**src/rtl/irq_unit_pkg.sv**
```systemverilog
package irq_unit_pkg;

   localparam int unsigned REG_W      = 32;
   localparam int unsigned ADDR_W     = 3;
   localparam int unsigned VEC_W      = 12;

   // register addresses
   localparam logic [ADDR_W-1:0] A_GEN_STAT = 3'd0;
   localparam logic [ADDR_W-1:0] A_GEN_MASK = 3'd1;
   localparam logic [ADDR_W-1:0] A_DMA_REG  = 3'd2;
   localparam logic [ADDR_W-1:0] A_ENABLE   = 3'd3;
   localparam logic [ADDR_W-1:0] A_CTRL     = 3'd4;

   localparam logic [REG_W-1:0] ENABLE_RST  = 32'h0000_1201;
   localparam logic [VEC_W-1:0] GEN_VEC     = 12'h400;
   localparam logic [VEC_W-1:0] DMA_VEC     = 12'h800;

   typedef struct packed {
      logic                  we;
      logic [ADDR_W-1:0]     addr;
      logic [REG_W-1:0]      data;
   } reg_wr_t;

endpackage

```
**src/rtl/irq_stat_bank.sv**
```systemverilog
module irq_stat_bank #(
   parameter int unsigned W = 16
) (
   input  logic         clk_i,
   input  logic         rst_ni,
   input  logic [W-1:0] set_i,
   input  logic [W-1:0] clr_i,
   input  logic         mask_we_i,
   input  logic [W-1:0] mask_d_i,
   output logic [W-1:0] stat_o,
   output logic [W-1:0] mask_o
);

   generate
      if (W < 1 || W > 32) begin : g_bad_width
         $error("irq_stat_bank: W must be 1..32");
      end
   endgenerate

   logic [W-1:0] stat_q, mask_q;

   // a new pulse outranks a clear on the same bit
   always_ff @(posedge clk_i or negedge rst_ni) begin
      if (!rst_ni) begin
         stat_q <= '0;
      end else begin
         stat_q <= (stat_q & ~clr_i) | set_i;
      end
   end

   always_ff @(posedge clk_i or negedge rst_ni) begin
      if (!rst_ni) begin
         mask_q <= '0;
      end else if (mask_we_i) begin
         mask_q <= mask_d_i;
      end
   end

   assign stat_o = stat_q;
   assign mask_o = mask_q;

endmodule

```
**src/rtl/irq_req_stage.sv**
```systemverilog
module irq_req_stage
   import irq_unit_pkg::*;
#(
   parameter int unsigned      W          = 16,
   parameter logic [VEC_W-1:0] VEC        = GEN_VEC,
   parameter bit               FORCE_EN   = 1'b0,
   parameter int unsigned      FORCE_BIT  = 0,
   parameter bit               STROBE_EN  = 1'b0,
   parameter int unsigned      STROBE_BIT = 0
) (
   input  logic             clk_i,
   input  logic             rst_ni,
   input  logic [W-1:0]     stat_i,
   input  logic [W-1:0]     mask_i,
   input  logic             gate_i,
   output logic             req_o,
   output logic [VEC_W-1:0] vec_o,
   output logic             strobe_o
);

   generate
      if (FORCE_EN && FORCE_BIT >= W) begin : g_bad_force
         $error("irq_req_stage: FORCE_BIT out of range");
      end
      if (STROBE_EN && STROBE_BIT >= W) begin : g_bad_strobe
         $error("irq_req_stage: STROBE_BIT out of range");
      end
   endgenerate

   logic hit_masked, hit_any, req_d, req_q;

   assign hit_masked = |(stat_i & mask_i);

   generate
      if (FORCE_EN) begin : g_force
         assign hit_any = hit_masked | stat_i[FORCE_BIT];
      end else begin : g_plain
         assign hit_any = hit_masked;
      end
   endgenerate

   assign req_d = hit_any & gate_i;

   always_ff @(posedge clk_i or negedge rst_ni) begin
      if (!rst_ni) req_q <= 1'b0;
      else         req_q <= req_d;
   end

   generate
      if (STROBE_EN) begin : g_strobe
         logic strb_q;
         always_ff @(posedge clk_i or negedge rst_ni) begin
            if (!rst_ni) strb_q <= 1'b0;
            else         strb_q <= req_d & ~req_q & stat_i[STROBE_BIT];
         end
         assign strobe_o = strb_q;
      end else begin : g_no_strobe
         assign strobe_o = 1'b0;
      end
   endgenerate

   assign req_o = req_q;
   assign vec_o = req_q ? VEC : '0;

endmodule

```
**src/rtl/irq_unit.sv**
```systemverilog
module irq_unit
   import irq_unit_pkg::*;
#(
   parameter int unsigned GEN_W     = 16,
   parameter int unsigned DMA_W     = 16,
   parameter int unsigned DMA_FORCE = 15,
   parameter int unsigned TMR_BIT   = 1
) (
   input  logic                clk_i,
   input  logic                rst_ni,
   input  logic [GEN_W-1:0]    gen_irq_i,
   input  logic [DMA_W-1:0]    dma_irq_i,
   input  logic                reg_wr_i,
   input  logic [ADDR_W-1:0]   reg_addr_i,
   input  logic [REG_W-1:0]    reg_wdata_i,
   output logic [REG_W-1:0]    reg_rdata_o,
   output logic                gen_req_o,
   output logic [VEC_W-1:0]    gen_vec_o,
   output logic                dma_req_o,
   output logic [VEC_W-1:0]    dma_vec_o,
   output logic                timer_hold_o
);

   localparam int unsigned HALF = REG_W / 2;

   generate
      if (GEN_W < 2 || GEN_W > REG_W) begin : g_bad_gen
         $error("irq_unit: GEN_W must be 2..32");
      end
      if (DMA_W < 1 || DMA_W > HALF) begin : g_bad_dma
         $error("irq_unit: DMA_W must be 1..16");
      end
   endgenerate

   reg_wr_t wr;
   assign wr.we   = reg_wr_i;
   assign wr.addr = reg_addr_i;
   assign wr.data = reg_wdata_i;

   logic wr_gstat, wr_gmask, wr_dma, wr_en, wr_ctl;
   assign wr_gstat = wr.we && (wr.addr == A_GEN_STAT);
   assign wr_gmask = wr.we && (wr.addr == A_GEN_MASK);
   assign wr_dma   = wr.we && (wr.addr == A_DMA_REG);
   assign wr_en    = wr.we && (wr.addr == A_ENABLE);
   assign wr_ctl   = wr.we && (wr.addr == A_CTRL);

   logic [GEN_W-1:0] gen_clr, gen_stat, gen_mask;
   logic [DMA_W-1:0] dma_clr, dma_stat, dma_mask;

   assign gen_clr = wr_gstat ? wr.data[GEN_W-1:0] : '0;
   assign dma_clr = wr_dma   ? wr.data[DMA_W-1:0] : '0;

   irq_stat_bank #(.W(GEN_W)) u_gen_bank (
      .clk_i     (clk_i),
      .rst_ni    (rst_ni),
      .set_i     (gen_irq_i),
      .clr_i     (gen_clr),
      .mask_we_i (wr_gmask),
      .mask_d_i  (wr.data[GEN_W-1:0]),
      .stat_o    (gen_stat),
      .mask_o    (gen_mask)
   );

   irq_stat_bank #(.W(DMA_W)) u_dma_bank (
      .clk_i     (clk_i),
      .rst_ni    (rst_ni),
      .set_i     (dma_irq_i),
      .clr_i     (dma_clr),
      .mask_we_i (wr_dma),
      .mask_d_i  (wr.data[HALF +: DMA_W]),
      .stat_o    (dma_stat),
      .mask_o    (dma_mask)
   );

   logic [REG_W-1:0] enable_q;
   logic             ctl_en_q;

   always_ff @(posedge clk_i or negedge rst_ni) begin
      if (!rst_ni) enable_q <= ENABLE_RST;
      else if (wr_en) enable_q <= wr.data;
   end

   always_ff @(posedge clk_i or negedge rst_ni) begin
      if (!rst_ni) ctl_en_q <= 1'b0;
      else if (wr_ctl) ctl_en_q <= wr.data[0];
   end

   logic dma_gate;
   assign dma_gate = ctl_en_q && (enable_q[23:16] != 8'h01);

   irq_req_stage #(
      .W(GEN_W), .VEC(GEN_VEC), .FORCE_EN(1'b0), .FORCE_BIT(0),
      .STROBE_EN(1'b1), .STROBE_BIT(TMR_BIT)
   ) u_gen_req (
      .clk_i    (clk_i),
      .rst_ni   (rst_ni),
      .stat_i   (gen_stat),
      .mask_i   (gen_mask),
      .gate_i   (1'b1),
      .req_o    (gen_req_o),
      .vec_o    (gen_vec_o),
      .strobe_o (timer_hold_o)
   );

   logic dma_strobe_unused;

   irq_req_stage #(
      .W(DMA_W), .VEC(DMA_VEC), .FORCE_EN(1'b1), .FORCE_BIT(DMA_FORCE),
      .STROBE_EN(1'b0), .STROBE_BIT(0)
   ) u_dma_req (
      .clk_i    (clk_i),
      .rst_ni   (rst_ni),
      .stat_i   (dma_stat),
      .mask_i   (dma_mask),
      .gate_i   (dma_gate),
      .req_o    (dma_req_o),
      .vec_o    (dma_vec_o),
      .strobe_o (dma_strobe_unused)
   );

   always_comb begin
      reg_rdata_o = '0;
      unique case (reg_addr_i)
         A_GEN_STAT: reg_rdata_o[GEN_W-1:0]     = gen_stat;
         A_GEN_MASK: reg_rdata_o[GEN_W-1:0]     = gen_mask;
         A_DMA_REG: begin
            reg_rdata_o[DMA_W-1:0]     = dma_stat;
            reg_rdata_o[HALF +: DMA_W] = dma_mask;
         end
         A_ENABLE:   reg_rdata_o                = enable_q;
         A_CTRL:     reg_rdata_o[0]             = ctl_en_q;
         default:    reg_rdata_o                = '0;
      endcase
   end

endmodule

```
**config.mk**
```make
export PLATFORM = sky130hd
export DESIGN_NAME = irq_unit
export DESIGN_NICKNAME = d
export VERILOG_FILES = /design/src/rtl/irq_unit_pkg.sv /design/src/rtl/irq_stat_bank.sv /design/src/rtl/irq_req_stage.sv /design/src/rtl/irq_unit.sv
export SDC_FILE = /design/constraint.sdc
export NUM_CORES = 1
export LEC_CHECK = 0
export ABC_AREA = 0
export BUFFER_PORTS_ARGS = -buffer_cell sky130_fd_sc_hd__buf_2
export CAP_MARGIN = 20
export CORE_UTILIZATION = 57
export DETAILED_ROUTE_END_ITERATION = 16
export MAX_ROUTING_LAYER = met4
export PLACE_DENSITY = 0.82
export SLEW_MARGIN = 20
export SYNTH_ARGS = -nofsm -noshare
export SYNTH_HDL_FRONTEND = slang
export SYNTH_SLANG_ARGS = --single-unit
```
**constraint.sdc**
```tcl
create_clock -name clk_i -period 4 [get_ports clk_i]
set_input_delay 0.8 -clock clk_i [delete_from_list [all_inputs] [get_ports clk_i]]
set_output_delay 0.8 -clock clk_i [all_outputs]
set_load 0.01 [all_outputs]
```
# After elaboration in Yosys (flattened, before gate mapping)

Index checks and enable logic that the tools add are counted.

Register bits after elaboration: 100
Latch bits: 0
RAM bits: 0
ROM bits: 0
Bits of input ports: 70
Output and inout port bits: 59
Memories kept: 0

$add $sub $neg: 0
$mul: 0
Divide/modulo/power cells: 0
$lt $le $gt $ge: 0
Equality and inequality tests: 5
Shifts and indexed selects: 0
Multiplexer cells: 7
Bitwise gates (word level): 13
Reductions and logical operators: 9

Operator list:

| cell               | count |
|---|---|
| $and 16x16->16     | 4 |
| $pmux 15 s4        | 1 |
| $mux 16            | 2 |
| $not 16->16        | 2 |
| $or 16x16->16      | 2 |
| $pmux 16 s2        | 1 |
| $reduce_or 16->1   | 2 |
| $mux 12            | 1 |
| $mux 11            | 1 |
| $ne 8x1->1 const B | 1 |
| $eq 3x2->1 const B | 2 |
| $logic_and 1x1->1  | 6 |
| $pmux 1 s5         | 1 |
| $and 1x1->1        | 3 |
| $eq 3x1->1 const B | 1 |
| $eq 3x3->1 const B | 1 |
| $logic_not 3->1    | 1 |
| $not 1->1          | 1 |
| $or 1x1->1         | 1 |

# Logic depth before layout (Yosys ltp)

Word-level depth: 6
Gate-level depth with buffers: 6
Mapped depth without buffers: 4

# Cells and area by module

A second synthesis with hierarchy kept.

Cells, all modules: 408
Area, all modules: 5417.7 um^2

By module, submodules not included:

| module                    | times used | cells each | area an instance (um^2) |
|---|---|---|---|
| irq_unit                  | 1          | 191        | 2478.6 |
| irq_stat_bank             | 2          | 82         | 1229.9 |
| irq_req_stage (u_gen_req) | 1          | 26         | 272.8 |
| irq_req_stage (u_dma_req) | 1          | 27         | 206.4 |

# Worst setup path before layout

Ideal clock, no wire load.

Kind: input -> output
Start: input reg_addr_i[0]
End: output reg_rdata_o[10]
Arrival time: 1.773 ns
Data required time: 3.200 ns
Slack: 1.427 ns
Stages on the path: 4
Buffers on the path: 2
Cell sequence: buf_6 -> buf_6 -> mux4_2 -> nor2b_1

Cells in the longest elaborated chain, start to end: 2
Elaborated cells between the ends (all ways): 5
Those cells by class: eq/ne (3); mux (1); reduce/logical (1)

Ends and longest elaborated chain:

| what                               | line            | source |
|---|---|---|
| start, declared                    | irq_unit.sv:14  | `input logic [ADDR_W-1:0] reg_addr_i,` |
| $eq 3x2->1 (tied with other cells) | irq_unit.sv:123 | `unique case (reg_addr_i)` |
| $pmux 15 s4 (*)                    | irq_unit.sv:123 |  |
| end, declared                      | irq_unit.sv:16  | `output logic [REG_W-1:0] reg_rdata_o,` |

Mark *: on every way between the ends. The rest lies on a longest branch, timed or not.

# Worst setup path in the final report

Start: input reg_addr_i[1]
End: output reg_rdata_o[30]

Cells in the longest elaborated chain, start to end: 2
Elaborated cells between the ends (all ways): 3
Those cells by class: eq/ne (2); mux (1)

Ends and longest elaborated chain:

| what            | line |
|---|---|
| $eq 3x2->1      | irq_unit.sv:123 |
| $pmux 16 s2 (*) | irq_unit.sv:123 |

Marks and branches as above.

==> flow_results.org <==
** Outcome
- The flow ran to the end, and the final reports show no timing, DRC or antenna violations.

** Setup path
- STA puts the critical path data arrival time at 2390 ps.
- The most numerous cell type found on the critical path is sky130_fd_sc_hd__buf_2.
- Crit path kind :: in2out
- Critical-path top delay cell :: sky130_fd_sc_hd__nor3b_4
- CP Cell Sequence :: buf_2 -> nor3b_4 -> a22o_1 -> buf_2
- Crit-path max FO :: 21
- Worst setup SP type :: input port
- Number of cells on the worst reg-to-reg path :: 4
- Kind of end point of the critical path :: output port
- For the worst setup path, the data required time is 3200 ps.
- The largest single stage delay on the critical path is 750 ps.

** Global route
- Number of global-route vias before repair :: 3268
- The initial antenna violation count came to 0.
- Tot GR Track Use :: 0.265
- For this run the aggregate overflow at the end of global routing stands at 0.
- Entering global routing, the biggest net connects 74 pins.
- The first global-routing pass estimated 17.1 mm of wire.

** Routing
- Aggregate routed wire length :: 10.7 mm
- Residual DRC count :: 0
- DRT antenna net count :: 0
- Wire segments on met3 add up to 671 um in the final route.
- Detailed routing placed a total of 5.19 mm of wire on met2.
- Vias/cell :: 5.69
- DRC marker count from the first detailed-route iteration :: 167
- After detailed routing, the wire length on met1 is 4.65 mm.
- Length of the first detailed-routing pass in iterations :: 4
- The detailed router used layers up to and including met4.
- For this block, the via count after detailed routing is 3204.
- Average wire per standard cell :: 18.9 um

** STA
- Fin. Hold Viols :: 0
- RSZ-0062 raised after global routing :: false
- Total Negative Setup Slacks :: 0 ps
- The clock period could shrink to 3190 ps.
- Derived from the worst setup path, the maximum achievable clock frequency is 0.313 GHz.
- Dividing the final minimum period by the clock period gives 0.798.
- Relative max-transition margin :: 0.348
- Least-Margin Pin Slew :: 974 ps
- Clock skew on the completed layout was measured at 8.11 ps.
- Setup violations remaining at the end of the flow were counted as 0.
- The number of max-slew violations in the final report was 0.

** Synthesis
- In the synthesized netlist the dominant register cell turns out to be sky130_fd_sc_hd__dfrtp_1.
- After synthesis, the netlist uses 36 different library cells.
- Synth async-reset ratio :: 1.00
- Synthesis inferred 100 register bits.
- After synthesis, the mean cell area works out to 13.8 um2.
- Count of flip-flops with a built-in enable after synthesis :: 0
- Ranking of synthesized cells by area :: sky130_fd_sc_hd__dfrtp_1 50%, sky130_fd_sc_hd__mux2_2 9.7%, sky130_fd_sc_hd__mux4_2 7.4%
- Post-synthesis sequential area ratio :: 0.512
- Cell accounting for the most synthesized area :: sky130_fd_sc_hd__dfrtp_1
- Area of the mapped netlist :: 4890 um2
- Share of the synthesized area in the top cell type :: 0.496
- Count of synthesis-stage warnings from yosys :: 0
- Synthesis produced 355 cells.

** Place
- Summed over all nets, the half-perimeter wirelength after detailed placement is 7.55 mm.
- In this run the tool buffered the top-level ports with 106 buffer cells.
- Routability-driven placement finished with a final weighted congestion of 0.837.
- Area after DPL :: 5310 um2

** Layout
- Most common cell after layout, fill and taps aside :: sky130_fd_sc_hd__buf_2
- Of the cells placed in the final design, the portion with a size suffix greater than 1 is 0.443.
- Once layout is done, the placed cells without fillers occupy 5500 um2.
- Storage cell area :: 2510 um2
- The library cells used most frequently in the layout, excluding fill and tap cells, are 105 x sky130_fd_sc_hd__buf_2, 97 x sky130_fd_sc_hd__dfrtp_1, 42 x sky130_fd_sc_hd__mux2_2, 33 x sky130_fd_sc_hd__nand2_1, 32 x sky130_fd_sc_hd__a21o_1.
- Measured on the finished design, the core utilization comes to 0.666.
- Area of the multi-input gates :: 2100 um2
- The area growth from synthesis to layout is 12.4%.
- The repair_antennas step left the layout with diodes totalling 0.
- The filler cells instantiated in the layout total 632.
- In the final design database the tool counted 524 nets.

** Floorplanning
- The floorplan step set the die height to 94.7 um.
- The initialized floorplan defines 33 standard-cell rows.
- In this run the count of I/O pins placed on the die edge is 129.
- Initial core utilization :: 0.593
- DIE AREA :: 8960 um2
- Measured along the x axis, the die boundary spans 94.7 um.
- The core region is 8260 um2.

** CTS
- The longest clock path from root to sink contains 2 buffers.
- Reg clk slew, reported paths :: 90 ps
- Clock tree from TritonCTS :: built
- Number of buffers inserted to repair setup after CTS :: 0
- Number of clock sinks :: 100
- Total CTS buffers :: 9
- Clock latency on the worst-skew pair :: 360 ps
- After clock tree synthesis, the repair step resized 0 gates.
- For this design, the CTS-stage hold fixing added 0 buffers.
- Number of H-tree levels :: 3
- Clock root cell :: sky130_fd_sc_hd__clkbuf_8

** Power
- Total power for the finished layout comes to 0.00235 W.
- Static power due to leakage :: 2.42 nW
- Across the VDD grid, the largest voltage drop is 0.263 mV.
- Power spread over the standard cell area amounts to 428 nW/um2.

** Min path
- Counting instances, the worst hold path has a depth of 1.
- Class of the tightest hold or removal check :: reg2reg

** Flow run
- Number of max-capacitance violations reported :: 0
cell usage after synthesis (2+ instances only):
library cell               number
sky130_fd_sc_hd__and2b_2        5
sky130_fd_sc_hd__a21o_1        32
sky130_fd_sc_hd__buf_4         28
sky130_fd_sc_hd__buf_6         10
sky130_fd_sc_hd__nor2b_1        9
sky130_fd_sc_hd__mux4_2        16
sky130_fd_sc_hd__dfrtp_1       97
sky130_fd_sc_hd__a221oi_1       5
sky130_fd_sc_hd__nand3_1        3
sky130_fd_sc_hd__clkbuf_1       3
sky130_fd_sc_hd__a22oi_1        5
sky130_fd_sc_hd__dfstp_2        3
sky130_fd_sc_hd__a22o_1        21
sky130_fd_sc_hd__nand4_1        2
sky130_fd_sc_hd__mux2_1        14
sky130_fd_sc_hd__nand2_1       33
sky130_fd_sc_hd__mux2_2        42
sky130_fd_sc_hd__mux2_4         9
path summary, 6_finish.rpt:
path,start,to,slack (ps)
min in group asynchronous,rst_ni,enable_q[10]$_DFFE_PN0P_,570
worst max register to register,u_gen_bank.mask_o[14]$_DFFE_PN0P_,u_gen_req.strobe_o$_DFF_PN0_,2510
worst min register to register,enable_q[15]$_DFFE_PN0P_,enable_q[15]$_DFFE_PN0P_,510
worst min-delay path,enable_q[15]$_DFFE_PN0P_,enable_q[15]$_DFFE_PN0P_,510
worst max-delay path,reg_addr_i[1],reg_rdata_o[30],810
max in group asynchronous,rst_ni,u_dma_bank.mask_o[2]$_DFFE_PN0N_,2550
per-layer routing:
| metal | vias to the layer above | track usage |
|---|---|---|
| met2 | 122 | 0.411 |
| li1 | 1452 | - |
| met5 | - | - |
| met1 | 1617 | 0.358 |
| met4 | 0 | 0.0657 |
| met3 | 13 | 0.0596 |
cell type report:
class,instances,area share
clock inverters,4,0.00910
repair buffers,110,0.102
inverters,1,0.000683
clock buffers,11,0.0257
flip-flops and latches,100,0.456
multi-input cells,232,0.382
well taps,105,0.0239
report_power, final:
| group | total (W) | internal (W) | switching, W |
|---|---|---|---|
| Combinational | 0.000433 | 0.000249 | 0.000184 |
| Clock | 0.000636 | 0.000302 | 0.000334 |
| Sequential | 0.00128 | 0.00117 | 0.000113 |
state kept, by name (all words and copies together) (netlist names):
name / count
enable_q: 32
u_dma_bank.mask_o: 16
u_dma_bank.stat_o: 16
u_gen_bank.mask_o: 16
u_gen_bank.stat_o: 16
ctl_en_q: 1
u_dma_req.req_o: 1
u_gen_req.req_o: 1
u_gen_req.strobe_o: 1
worst max-delay path, delay by kind of cell:
family | cells | cell delay [ps]
AOI/OAI and AO/OA | 1 | 280
buffers and inverters | 2 | 560
and+or+nand+nor | 1 | 750
through the flow:
step | worst slack, ps | hold WS (ps) | instances
2_1_floorplan | 1430 | 466 | 376
3_3_place_gp | 859 | 482 | 548
3_5_place_dp | 815 | 491 | 548
4_1_cts | 815 | 511 | 563
5_1_grt | 703 | 518 | 563
6_report | 809 | 510 | 563
cells by family (layout without fill, tap and decap cells):
group | Yosys count | count (layout) | share of synthesized area
flip-flops | 100 | 100 | 0.512
multiplexers | 81 | 81 | 0.230
AO/OA/AOI/OAI | 66 | 66 | 0.107
AND/OR/NAND/NOR | 63 | 63 | 0.0754
buffers and inverters | 44 | 126 | 0.0741
other | 1 | 22 | 0.000766
Power figures use the tool's default switching activity.
